File: src/rtl/fpadd_pkg.sv
package fpadd_pkg;
  localparam int EXP_W   = 8;
  localparam int FRAC_W  = 23;
  localparam int SIG_W   = FRAC_W + 1;
  localparam int GRS_W   = 3;
  localparam int EXT_W   = SIG_W + GRS_W;
  localparam int EI_W    = EXP_W + 2;
  localparam int LZ_W    = $clog2(EXT_W + 1);
  localparam int EXP_MAX = (1 << EXP_W) - 1;

  typedef struct packed {
    logic              sign;
    logic [EXP_W-1:0]  exp;
    logic [FRAC_W-1:0] frac;
  } fp_t;
endpackage

File: src/rtl/fpadd_lzc.sv
module fpadd_lzc #(
  parameter int W   = 27,
  parameter int C_W = $clog2(W + 1)
) (
  input  logic [W-1:0]   vec_i,
  output logic [C_W-1:0] cnt_o
);
  always_comb begin
    cnt_o = C_W'(W);
    for (int i = 0; i < W; i++) begin
      if (vec_i[i]) cnt_o = C_W'(W - 1 - i);
    end
  end
endmodule

File: src/rtl/fpadd_align.sv
module fpadd_align
  import fpadd_pkg::*;
(
  input  fp_t              a_i,
  input  fp_t              b_i,
  input  logic             sub_i,
  output logic             inf_o,
  output logic             inf_sign_o,
  output logic             eff_sub_o,
  output logic             sign_l_o,
  output logic             zero_sign_o,
  output logic [EXP_W-1:0] exp_l_o,
  output logic [EXT_W-1:0] sig_l_o,
  output logic [EXT_W-1:0] sig_s_o
);
  localparam int WIDE_W = 2 * EXT_W;

  logic              a_zero, b_zero, sign_b, a_ge;
  logic [SIG_W-1:0]  ma, mb, sig_s_raw;
  logic [EXP_W-1:0]  exp_s, diff;
  logic [EXP_W-1:0]  shamt;
  logic [WIDE_W-1:0] wide;

  assign a_zero = (a_i.exp == '0);
  assign b_zero = (b_i.exp == '0);
  assign sign_b = b_i.sign ^ sub_i;
  assign ma     = a_zero ? '0 : {1'b1, a_i.frac};
  assign mb     = b_zero ? '0 : {1'b1, b_i.frac};
  assign a_ge   = {a_i.exp, ma} >= {b_i.exp, mb};

  assign inf_o      = (a_i.exp == EXP_W'(EXP_MAX)) || (b_i.exp == EXP_W'(EXP_MAX));
  assign inf_sign_o = (a_i.exp == EXP_W'(EXP_MAX)) ? a_i.sign : sign_b;
  assign eff_sub_o  = a_i.sign ^ sign_b;
  assign zero_sign_o = a_i.sign & sign_b;

  assign sign_l_o  = a_ge ? a_i.sign : sign_b;
  assign exp_l_o   = a_ge ? a_i.exp  : b_i.exp;
  assign exp_s     = a_ge ? b_i.exp  : a_i.exp;
  assign sig_l_o   = {(a_ge ? ma : mb), {GRS_W{1'b0}}};
  assign sig_s_raw = a_ge ? mb : ma;

  assign diff  = exp_l_o - exp_s;
  assign shamt = (diff > EXP_W'(EXT_W)) ? EXP_W'(EXT_W) : diff;
  assign wide  = {sig_s_raw, {GRS_W{1'b0}}, {EXT_W{1'b0}}} >> shamt;
  // shifted-out bits fold into the sticky position
  assign sig_s_o = {wide[WIDE_W-1:EXT_W+1], wide[EXT_W] | (|wide[EXT_W-1:0])};
endmodule

File: src/rtl/fpadd_addnorm.sv
module fpadd_addnorm
  import fpadd_pkg::*;
(
  input  logic                   eff_sub_i,
  input  logic [EXP_W-1:0]       exp_l_i,
  input  logic [EXT_W-1:0]       sig_l_i,
  input  logic [EXT_W-1:0]       sig_s_i,
  output logic                   zero_o,
  output logic [EXT_W-1:0]       norm_o,
  output logic signed [EI_W-1:0] exp_o
);
  logic [EXT_W:0]  sum;
  logic [LZ_W-1:0] lz;

  assign sum = eff_sub_i ? ({1'b0, sig_l_i} - {1'b0, sig_s_i})
                         : ({1'b0, sig_l_i} + {1'b0, sig_s_i});
  assign zero_o = (sum == '0);

  fpadd_lzc #(.W(EXT_W), .C_W(LZ_W)) u_lzc (
    .vec_i (sum[EXT_W-1:0]),
    .cnt_o (lz)
  );

  always_comb begin
    if (sum[EXT_W]) begin
      norm_o = {sum[EXT_W:2], sum[1] | sum[0]};
      exp_o  = $signed({2'b00, exp_l_i}) + EI_W'(1);
    end else begin
      norm_o = sum[EXT_W-1:0] << lz;
      exp_o  = $signed({2'b00, exp_l_i}) - $signed({{(EI_W-LZ_W){1'b0}}, lz});
    end
  end
endmodule

File: src/rtl/fpadd_round.sv
module fpadd_round
  import fpadd_pkg::*;
(
  input  logic                   sign_i,
  input  logic [EXT_W-1:0]       norm_i,
  input  logic signed [EI_W-1:0] exp_i,
  output fp_t                    res_o,
  output logic                   ovf_o,
  output logic                   unf_o,
  output logic                   inx_o
);
  logic                   up, carry;
  logic [SIG_W:0]         rnd;
  logic signed [EI_W-1:0] exp_r;
  logic [FRAC_W-1:0]      frac_r;

  // nearest, ties to even
  assign up     = norm_i[2] & (norm_i[1] | norm_i[0] | norm_i[3]);
  assign rnd    = {1'b0, norm_i[EXT_W-1:GRS_W]} + (SIG_W+1)'(up);
  assign carry  = rnd[SIG_W];
  assign frac_r = carry ? rnd[FRAC_W:1] : rnd[FRAC_W-1:0];
  assign exp_r  = exp_i + EI_W'(carry);

  always_comb begin
    res_o = '{sign: sign_i, exp: exp_r[EXP_W-1:0], frac: frac_r};
    ovf_o = 1'b0;
    unf_o = 1'b0;
    inx_o = |norm_i[GRS_W-1:0];
    if (exp_i < EI_W'(1)) begin
      res_o = '{sign: sign_i, exp: '0, frac: '0};
      unf_o = 1'b1;
      inx_o = 1'b1;
    end else if (exp_r >= EI_W'(EXP_MAX)) begin
      res_o = '{sign: sign_i, exp: EXP_W'(EXP_MAX), frac: '0};
      ovf_o = 1'b1;
      inx_o = 1'b1;
    end
  end
endmodule

File: src/rtl/fp_add_sp.sv
module fp_add_sp
  import fpadd_pkg::*;
(
  input  logic        clk_i,
  input  logic        rst_ni,
  input  logic        valid_i,
  input  logic [31:0] a_i,
  input  logic [31:0] b_i,
  input  logic        sub_i,
  output logic        valid_o,
  output logic [31:0] sum_o,
  output logic        ovf_o,
  output logic        unf_o,
  output logic        inexact_o
);
  logic                   inf, inf_sign, eff_sub, sign_l, zero_sign, sum_zero;
  logic [EXP_W-1:0]       exp_l;
  logic [EXT_W-1:0]       sig_l, sig_s, norm;
  logic signed [EI_W-1:0] norm_exp;
  fp_t                    rnd_res, res_d;
  logic                   rnd_ovf, rnd_unf, rnd_inx, ovf_d, unf_d, inx_d;

  fpadd_align u_align (
    .a_i         (fp_t'(a_i)),
    .b_i         (fp_t'(b_i)),
    .sub_i       (sub_i),
    .inf_o       (inf),
    .inf_sign_o  (inf_sign),
    .eff_sub_o   (eff_sub),
    .sign_l_o    (sign_l),
    .zero_sign_o (zero_sign),
    .exp_l_o     (exp_l),
    .sig_l_o     (sig_l),
    .sig_s_o     (sig_s)
  );

  fpadd_addnorm u_addnorm (
    .eff_sub_i (eff_sub),
    .exp_l_i   (exp_l),
    .sig_l_i   (sig_l),
    .sig_s_i   (sig_s),
    .zero_o    (sum_zero),
    .norm_o    (norm),
    .exp_o     (norm_exp)
  );

  fpadd_round u_round (
    .sign_i (sign_l),
    .norm_i (norm),
    .exp_i  (norm_exp),
    .res_o  (rnd_res),
    .ovf_o  (rnd_ovf),
    .unf_o  (rnd_unf),
    .inx_o  (rnd_inx)
  );

  always_comb begin
    res_d = rnd_res;
    ovf_d = rnd_ovf;
    unf_d = rnd_unf;
    inx_d = rnd_inx;
    if (inf) begin
      res_d = '{sign: inf_sign, exp: EXP_W'(EXP_MAX), frac: '0};
      {ovf_d, unf_d, inx_d} = 3'b000;
    end else if (sum_zero) begin
      // cancellation gives +0; two zeros keep a shared negative sign
      res_d = '{sign: eff_sub ? 1'b0 : zero_sign, exp: '0, frac: '0};
      {ovf_d, unf_d, inx_d} = 3'b000;
    end
  end

  always_ff @(posedge clk_i or negedge rst_ni) begin
    if (!rst_ni) begin
      valid_o   <= 1'b0;
      sum_o     <= '0;
      ovf_o     <= 1'b0;
      unf_o     <= 1'b0;
      inexact_o <= 1'b0;
    end else begin
      valid_o   <= valid_i;
      ovf_o     <= valid_i & ovf_d;
      unf_o     <= valid_i & unf_d;
      inexact_o <= valid_i & inx_d;
      if (valid_i) sum_o <= res_d;
    end
  end
endmodule

File: config.mk
export PLATFORM = sky130hd
export DESIGN_NAME = fp_add_sp
export DESIGN_NICKNAME = d
export VERILOG_FILES = /design/src/rtl/fpadd_pkg.sv /design/src/rtl/fpadd_lzc.sv /design/src/rtl/fpadd_align.sv /design/src/rtl/fpadd_addnorm.sv /design/src/rtl/fpadd_round.sv /design/src/rtl/fp_add_sp.sv
export SDC_FILE = /design/constraint.sdc
export NUM_CORES = 1
export LEC_CHECK = 0
export BUFFER_PORTS_ARGS = -buffer_cell sky130_fd_sc_hd__buf_4
export CAP_MARGIN = 20
export CORE_MARGIN = 2
export CORE_UTILIZATION = 64
export DETAILED_ROUTE_END_ITERATION = 8
export PLACE_DENSITY = 0.84
export SYNTH_ARGS = -nofsm -noshare
export SYNTH_HDL_FRONTEND = slang
export SYNTH_SLANG_ARGS = --single-unit
File: constraint.sdc
create_clock -name clk_i -period 1.3 [get_ports clk_i]
set_clock_uncertainty 0.15 [all_clocks]
set_input_delay 0.065 -clock clk_i [delete_from_list [all_inputs] [get_ports clk_i]]
set_output_delay 0.065 -clock clk_i [all_outputs]
set_load 0.02 [all_outputs]
==> report_table.html, run 1 <==
<table>
<tr><th>Metric</th><th>Value</th></tr>
<tr><th colspan="2">Synthesis</th></tr>
<tr><td>Synthesized net count</td><td>2,165</td></tr>
<tr><td>Fraction of post-synthesis cell area in the top cell type by area</td><td>8.56%</td></tr>
<tr><td>Post-synthesis cell type count</td><td>132</td></tr>
<tr><td>Register bit total from synthesis</td><td>36</td></tr>
<tr><td>Number of flops mapped to enable cells by yosys</td><td>0</td></tr>
<tr><td>Share of the yosys chip area belonging to registers</td><td>6.70%</td></tr>
<tr><td>Syn Std Cell Area</td><td>13,500 um2</td></tr>
<tr><td>Number of instances in the synthesized netlist</td><td>2,003</td></tr>
<tr><td>Avg Cell Area, Syn</td><td>6.72 um2</td></tr>
<tr><td>Async set-reset flop share out of synthesis</td><td>100%</td></tr>
<tr><td>Top flip-flop cell by instance count after synthesis</td><td>sky130_fd_sc_hd__dfrtp_1</td></tr>
<tr><td>Yosys synthesis warning count</td><td>0</td></tr>
<tr><td>Cell types with the largest area share after synthesis</td><td>sky130_fd_sc_hd__ha_1, sky130_fd_sc_hd__nand2_1, sky130_fd_sc_hd__dfrtp_1</td></tr>
<tr><td>Yosys top cell by area</td><td>sky130_fd_sc_hd__ha_1</td></tr>
<tr><th colspan="2">Status</th></tr>
<tr><td>Run status</td><td>aborted with a tool error</td></tr>
<tr><td>Fail Step</td><td>detailed placement</td></tr>
<tr><td>First error</td><td>[ERROR DPL-0033] detailed placement checks failed during check placement.</td></tr>
<tr><th colspan="2">Place</th></tr>
<tr><td>Buffers on Ports</td><td>103</td></tr>
<tr><td>Placer Congestion</td><td>1.29</td></tr>
<tr><td>DP Wirelength</td><td>68,200 um</td></tr>
<tr><th colspan="2">Floorplan</th></tr>
<tr><td>Initial Utilization</td><td>64.6%</td></tr>
<tr><td>X dimension of the die</td><td>149 um</td></tr>
<tr><td>Vertical die dimension</td><td>149 um</td></tr>
<tr><td>Top-level port count</td><td>104</td></tr>
<tr><td>Rows</td><td>53</td></tr>
</table>
[cell usage after synthesis (all sizes together), types with 35 or more instances]
cell type,count
xnor2,35
a21o,39
nor2,179
nor3,74
o21ai,158
buf,59
ha,92
clkbuf,65
mux2i,50
inv,104
nand2,258
dfrtp,36
nand3,89
a21oi,169
[metrics by stage]
step                    hold slack, ps  cells  instance area (um2)  setup slack, ps
after global placement            -122   3047                20500           -12260
after floorplan                   -381   2003                14100           -11240
[cell families after synthesis]
| family | synth area share [%] |
|---|---|
| fa+ha+maj | 8.85 |
| buf+inv | 8.46 |
| xor+xnor | 3.71 |
| compound gates | 38.4 |
| flops | 6.70 |
| mux | 5.04 |
| simple gates | 28.8 |
==> inputs of run 2 (changes only) <==
Settings changed: CORE_UTILIZATION 64 to 40, PLACE_DENSITY 0.84 to default, PLACE_DENSITY_LB_ADDON from default to 0.15.
==> run 2 against run 1 <==
  * The flow now finishes, with violations (setup timing)
  * Synthesized cell count did not move
  * Synthesized area did not move
==> report_table.html, run 2 <==
<table>
<tr><th>Metric</th><th>Value</th></tr>
<tr><th colspan="2">Setup path</th></tr>
<tr><td>Critical path peak fanout</td><td>8</td></tr>
<tr><td>Critical Path End Type</td><td>register</td></tr>
<tr><td>Slowest stage cell, crit path</td><td>sky130_fd_sc_hd__or4_4</td></tr>
<tr><td>WP buf/inv</td><td>11</td></tr>
<tr><td>Worst EP arrival</td><td>12,980 ps</td></tr>
<tr><td>Cell type group with the largest total delay on the critical path</td><td>compound AO/OA/AOI/OAI gates</td></tr>
<tr><td>Req. time, crit path</td><td>1310 ps</td></tr>
<tr><td>Kind of critical path</td><td>primary input to register</td></tr>
<tr><td>Category of the worst setup path launch point</td><td>primary input</td></tr>
<tr><td>Cell occurring most often along the worst timing path</td><td>sky130_fd_sc_hd__a21oi_2</td></tr>
<tr><td>Slowest stage delay, CP</td><td>580 ps</td></tr>
<tr><th colspan="2">Timing</th></tr>
<tr><td>Time the worst path needs with I/O delays and setup</td><td>12,960 ps</td></tr>
<tr><td>Setup repair after global routing missed its margin</td><td>true</td></tr>
<tr><td>Worst Hold Margin</td><td>19.0 ps</td></tr>
<tr><td>Number of setup violations in the final report</td><td>35</td></tr>
<tr><td>Count of pins over their slew limit</td><td>0</td></tr>
<tr><td>Least setup slack across all paths after layout</td><td>-11,660 ps</td></tr>
<tr><td>Slew Limit Headroom</td><td>24.2%</td></tr>
<tr><td>Highest clock rate</td><td>77.2 MHz</td></tr>
<tr><td>Final period util</td><td>997%</td></tr>
<tr><td>Count of final hold-check violations</td><td>0</td></tr>
<tr><td>Measured slew at the worst slew-check pin</td><td>1140 ps</td></tr>
<tr><th colspan="2">Floorplan</th></tr>
<tr><td>Rows</td><td>67</td></tr>
<tr><td>Vertical die dimension</td><td>187 um</td></tr>
<tr><td>Core Area</td><td>33,400 um2</td></tr>
<tr><td>Top-level port count</td><td>104</td></tr>
<tr><td>Area of the die</td><td>35,100 um2</td></tr>
<tr><td>Initial Utilization</td><td>40.3%</td></tr>
<tr><td>X dimension of the die</td><td>187 um</td></tr>
<tr><th colspan="2">Pwr</th></tr>
<tr><td>Switching pwr</td><td>16.8 mW</td></tr>
<tr><td>Internal power</td><td>16.3 mW</td></tr>
<tr><td>Peak ir drop on the vdd network</td><td>0.913 mV</td></tr>
<tr><td>Switch share</td><td>50.8%</td></tr>
<tr><td>Cell area power density</td><td>1450 nW/um2</td></tr>
<tr><td>Portion of total power attributed to sequential cells</td><td>5.6%</td></tr>
<tr><td>Clock power frac</td><td>4.4%</td></tr>
<tr><td>Leakage power</td><td>10.9 nW</td></tr>
<tr><td>Relative contribution of combinational cells to total power</td><td>90.0%</td></tr>
<tr><th colspan="2">GRT</th></tr>
<tr><td>Wire length of the first global-routing pass</td><td>111,000 um</td></tr>
<tr><td>Largest net degree at the start of global routing</td><td>38</td></tr>
<tr><td>Antenna violations before repair</td><td>0</td></tr>
<tr><td>Vias in the first global route</td><td>19,579</td></tr>
<tr><td>Remaining global-route overflow</td><td>0</td></tr>
<tr><td>GRT Resource Usage Total</td><td>40.1%</td></tr>
<tr><th colspan="2">Cells and area</th></tr>
<tr><td>Layout Nets</td><td>3,073</td></tr>
<tr><td>Most common cell after layout, fill and taps aside</td><td>sky130_fd_sc_hd__buf_4</td></tr>
<tr><td>Post-route cell area</td><td>22,800 um2</td></tr>
<tr><td>Number of diodes added for antenna fixing</td><td>0</td></tr>
<tr><td>Commonest cells after routing, fill and taps aside</td><td>sky130_fd_sc_hd__buf_4, sky130_fd_sc_hd__nand2_1, sky130_fd_sc_hd__nor2_1</td></tr>
<tr><td>Max reg flops</td><td>32</td></tr>
<tr><td>Top register by number of flip-flops</td><td>sum_o</td></tr>
<tr><td>Count of placed standard cells in the final layout, fillers left out</td><td>3,360</td></tr>
<tr><td>Share of post-route cells with drive strength above 1</td><td>45.2%</td></tr>
<tr><td>Signed area change from the synthesized netlist to the final layout</td><td>69.3%</td></tr>
<tr><th colspan="2">Drt</th></tr>
<tr><td>Via count</td><td>20,523</td></tr>
<tr><td>Via-per-instance ratio</td><td>6.11</td></tr>
<tr><td>Drt first pass iters</td><td>6</td></tr>
<tr><td>Drc violations</td><td>0</td></tr>
<tr><td>Final WL</td><td>74,500 um</td></tr>
<tr><td>Count of nets left with antenna violations after detail routing</td><td>0</td></tr>
<tr><td>Number of DRC markers in iteration 0</td><td>2,301</td></tr>
<tr><td>Routed len/inst</td><td>22.2 um</td></tr>
<tr><th colspan="2">Clock tree</th></tr>
<tr><td>Count of clock tree sinks</td><td>36</td></tr>
<tr><td>Worst-skew pair later-pin latency</td><td>280 ps</td></tr>
<tr><td>Clock H-tree levels</td><td>2</td></tr>
<tr><td>Worst-path clk slew</td><td>60 ps</td></tr>
<tr><td>Bufs on Longest Clock Path</td><td>2</td></tr>
<tr><td>Clock tree from TritonCTS</td><td>done</td></tr>
<tr><td>Clock root buffer</td><td>sky130_fd_sc_hd__clkbuf_16</td></tr>
<tr><td>Clock buffer count from CTS</td><td>5</td></tr>
<tr><th colspan="2">Synthesis</th></tr>
<tr><td>Register bit total from synthesis</td><td>36</td></tr>
<tr><td>Number of flops mapped to enable cells by yosys</td><td>0</td></tr>
<tr><td>Cell types with the largest area share after synthesis</td><td>sky130_fd_sc_hd__ha_1, sky130_fd_sc_hd__nand2_1, sky130_fd_sc_hd__dfrtp_1</td></tr>
<tr><td>Syn Std Cell Area</td><td>13,500 um2</td></tr>
<tr><td>Share of the yosys chip area belonging to registers</td><td>6.70%</td></tr>
<tr><td>Synthesized net count</td><td>2,165</td></tr>
<tr><td>Most common cell in the synthesized netlist</td><td>sky130_fd_sc_hd__nand2_1</td></tr>
<tr><td>Async set-reset flop share out of synthesis</td><td>100%</td></tr>
<tr><td>Yosys top cell by area</td><td>sky130_fd_sc_hd__ha_1</td></tr>
<tr><td>Top cells by count, synth</td><td>sky130_fd_sc_hd__nand2_1, sky130_fd_sc_hd__nor2_1, sky130_fd_sc_hd__a21oi_1</td></tr>
<tr><td>Avg Cell Area, Syn</td><td>6.72 um2</td></tr>
<tr><td>Fraction of post-synthesis cell area in the top cell type by area</td><td>8.56%</td></tr>
<tr><td>Post-synthesis cell type count</td><td>132</td></tr>
<tr><td>Yosys synthesis warning count</td><td>0</td></tr>
<tr><td>Top flip-flop cell by instance count after synthesis</td><td>sky130_fd_sc_hd__dfrtp_1</td></tr>
<tr><td>Number of instances in the synthesized netlist</td><td>2,003</td></tr>
<tr><th colspan="2">Status</th></tr>
<tr><td>Run status</td><td>finished with violations</td></tr>
<tr><td>Violations in the final reports</td><td>setup timing</td></tr>
<tr><th colspan="2">Hold path</th></tr>
<tr><td>Min-Delay Path Class</td><td>primary input to register</td></tr>
<tr><th colspan="2">Place</th></tr>
<tr><td>Number of cells after detailed placement</td><td>3,269</td></tr>
<tr><td>DP Wirelength</td><td>60,800 um</td></tr>
<tr><td>Buffers on Ports</td><td>103</td></tr>
<tr><td>Placer Congestion</td><td>1.07</td></tr>
<tr><td>Cell area after placement</td><td>21,000 um2</td></tr>
<tr><th colspan="2">Flow run</th></tr>
<tr><td>Max capacitance violation total</td><td>0</td></tr>
</table>
## run 2: path summary, 6_finish.rpt
path	from	slack (ps)	cells past startpoint	end
setup / recovery	a_i[27]	-11660	72	sum_o[10]
hold / removal	a_i[31]	20	4	sum_o[31]
setup reg to reg	sum_o[22]	260	2	sum_o[22]
hold reg to reg	sum_o[15]	340	1	sum_o[15]
max in group asynchronous	rst_ni	550	2	sum_o[26]
min in group asynchronous	rst_ni	110	2	sum_o[21]
## run 2: per-layer routing
| layer | track usage, % | wire length [um] |
|---|---|---|
| met3 | 6.83 | 7170 |
| met1 | 51.5 | 29900 |
| met5 | 0 | 0 |
| met2 | 65.6 | 33400 |
| met4 | 18.5 | 4060 |
## run 2: cells by family (layout without fill, tap and decap cells)
logic type               Yosys count  after routing  share of synthesized area [%]
multiplexers                      62             62                           5.04
adder cells (fa/ha/maj)           94             94                           8.85
flip-flops                        36             36                           6.70
XOR/XNOR                          54             54                           3.71
buffers and inverters            230           1138                           8.46
AO/OA/AOI/OAI                    739            739                           38.4
AND/OR/NAND/NOR                  788            789                           28.8
## run 2: area by class of cell
type | instances | area (um2)
Clock buffer | 5 | 125
Clock inverter | 3 | 42.5
Fill cell | 2870 | 10600
Inverter | 105 | 404
Multi-Input combinational cell | 1738 | 12800
Sequential cell | 36 | 901
Tap cell | 448 | 561
Timing Repair Buffer | 1025 | 7930
## run 2: what timing repair did
item	in CTS	in global routing
hold buffers	2	0
setup endpoints to repair	35	35
cloned	2	1
resized for setup	95	128
pin swaps	51	89
hold endpoints to repair	38	0
setup buffers	46	36
## run 2: stage by stage
stage | setup TNS, ps | worst slack (ps) | utilization, % | total power [mW]
floorplan | -384070 | -11240 | - | 15.1
global placement | -417660 | -12160 | 62.8 | 28.3
detailed placement | -422510 | -12310 | 62.8 | 28.4
CTS | -385450 | -11190 | 65.8 | 31.1
global route | -421020 | -12210 | 68.3 | 34.6
finish | -401870 | -11660 | 68.3 | 33.1
## run 2: power groups by stage
stage                     registers [mW]  logic [mW]  clock network, mW
after floorplan                     2.36        12.7                  0
after global placement              1.84        26.4                  0
after detailed placement            1.86        26.5                  0
after CTS                           1.84        27.8               1.44
after global routing                1.90        31.2               1.50
final                               1.86        29.8               1.44
## run 2: worst min-delay path, delay by kind of cell
kind,cells,cell delay [ps]
compound gates,2,160
buf+inv,2,190
Power figures use the tool's default switching activity.
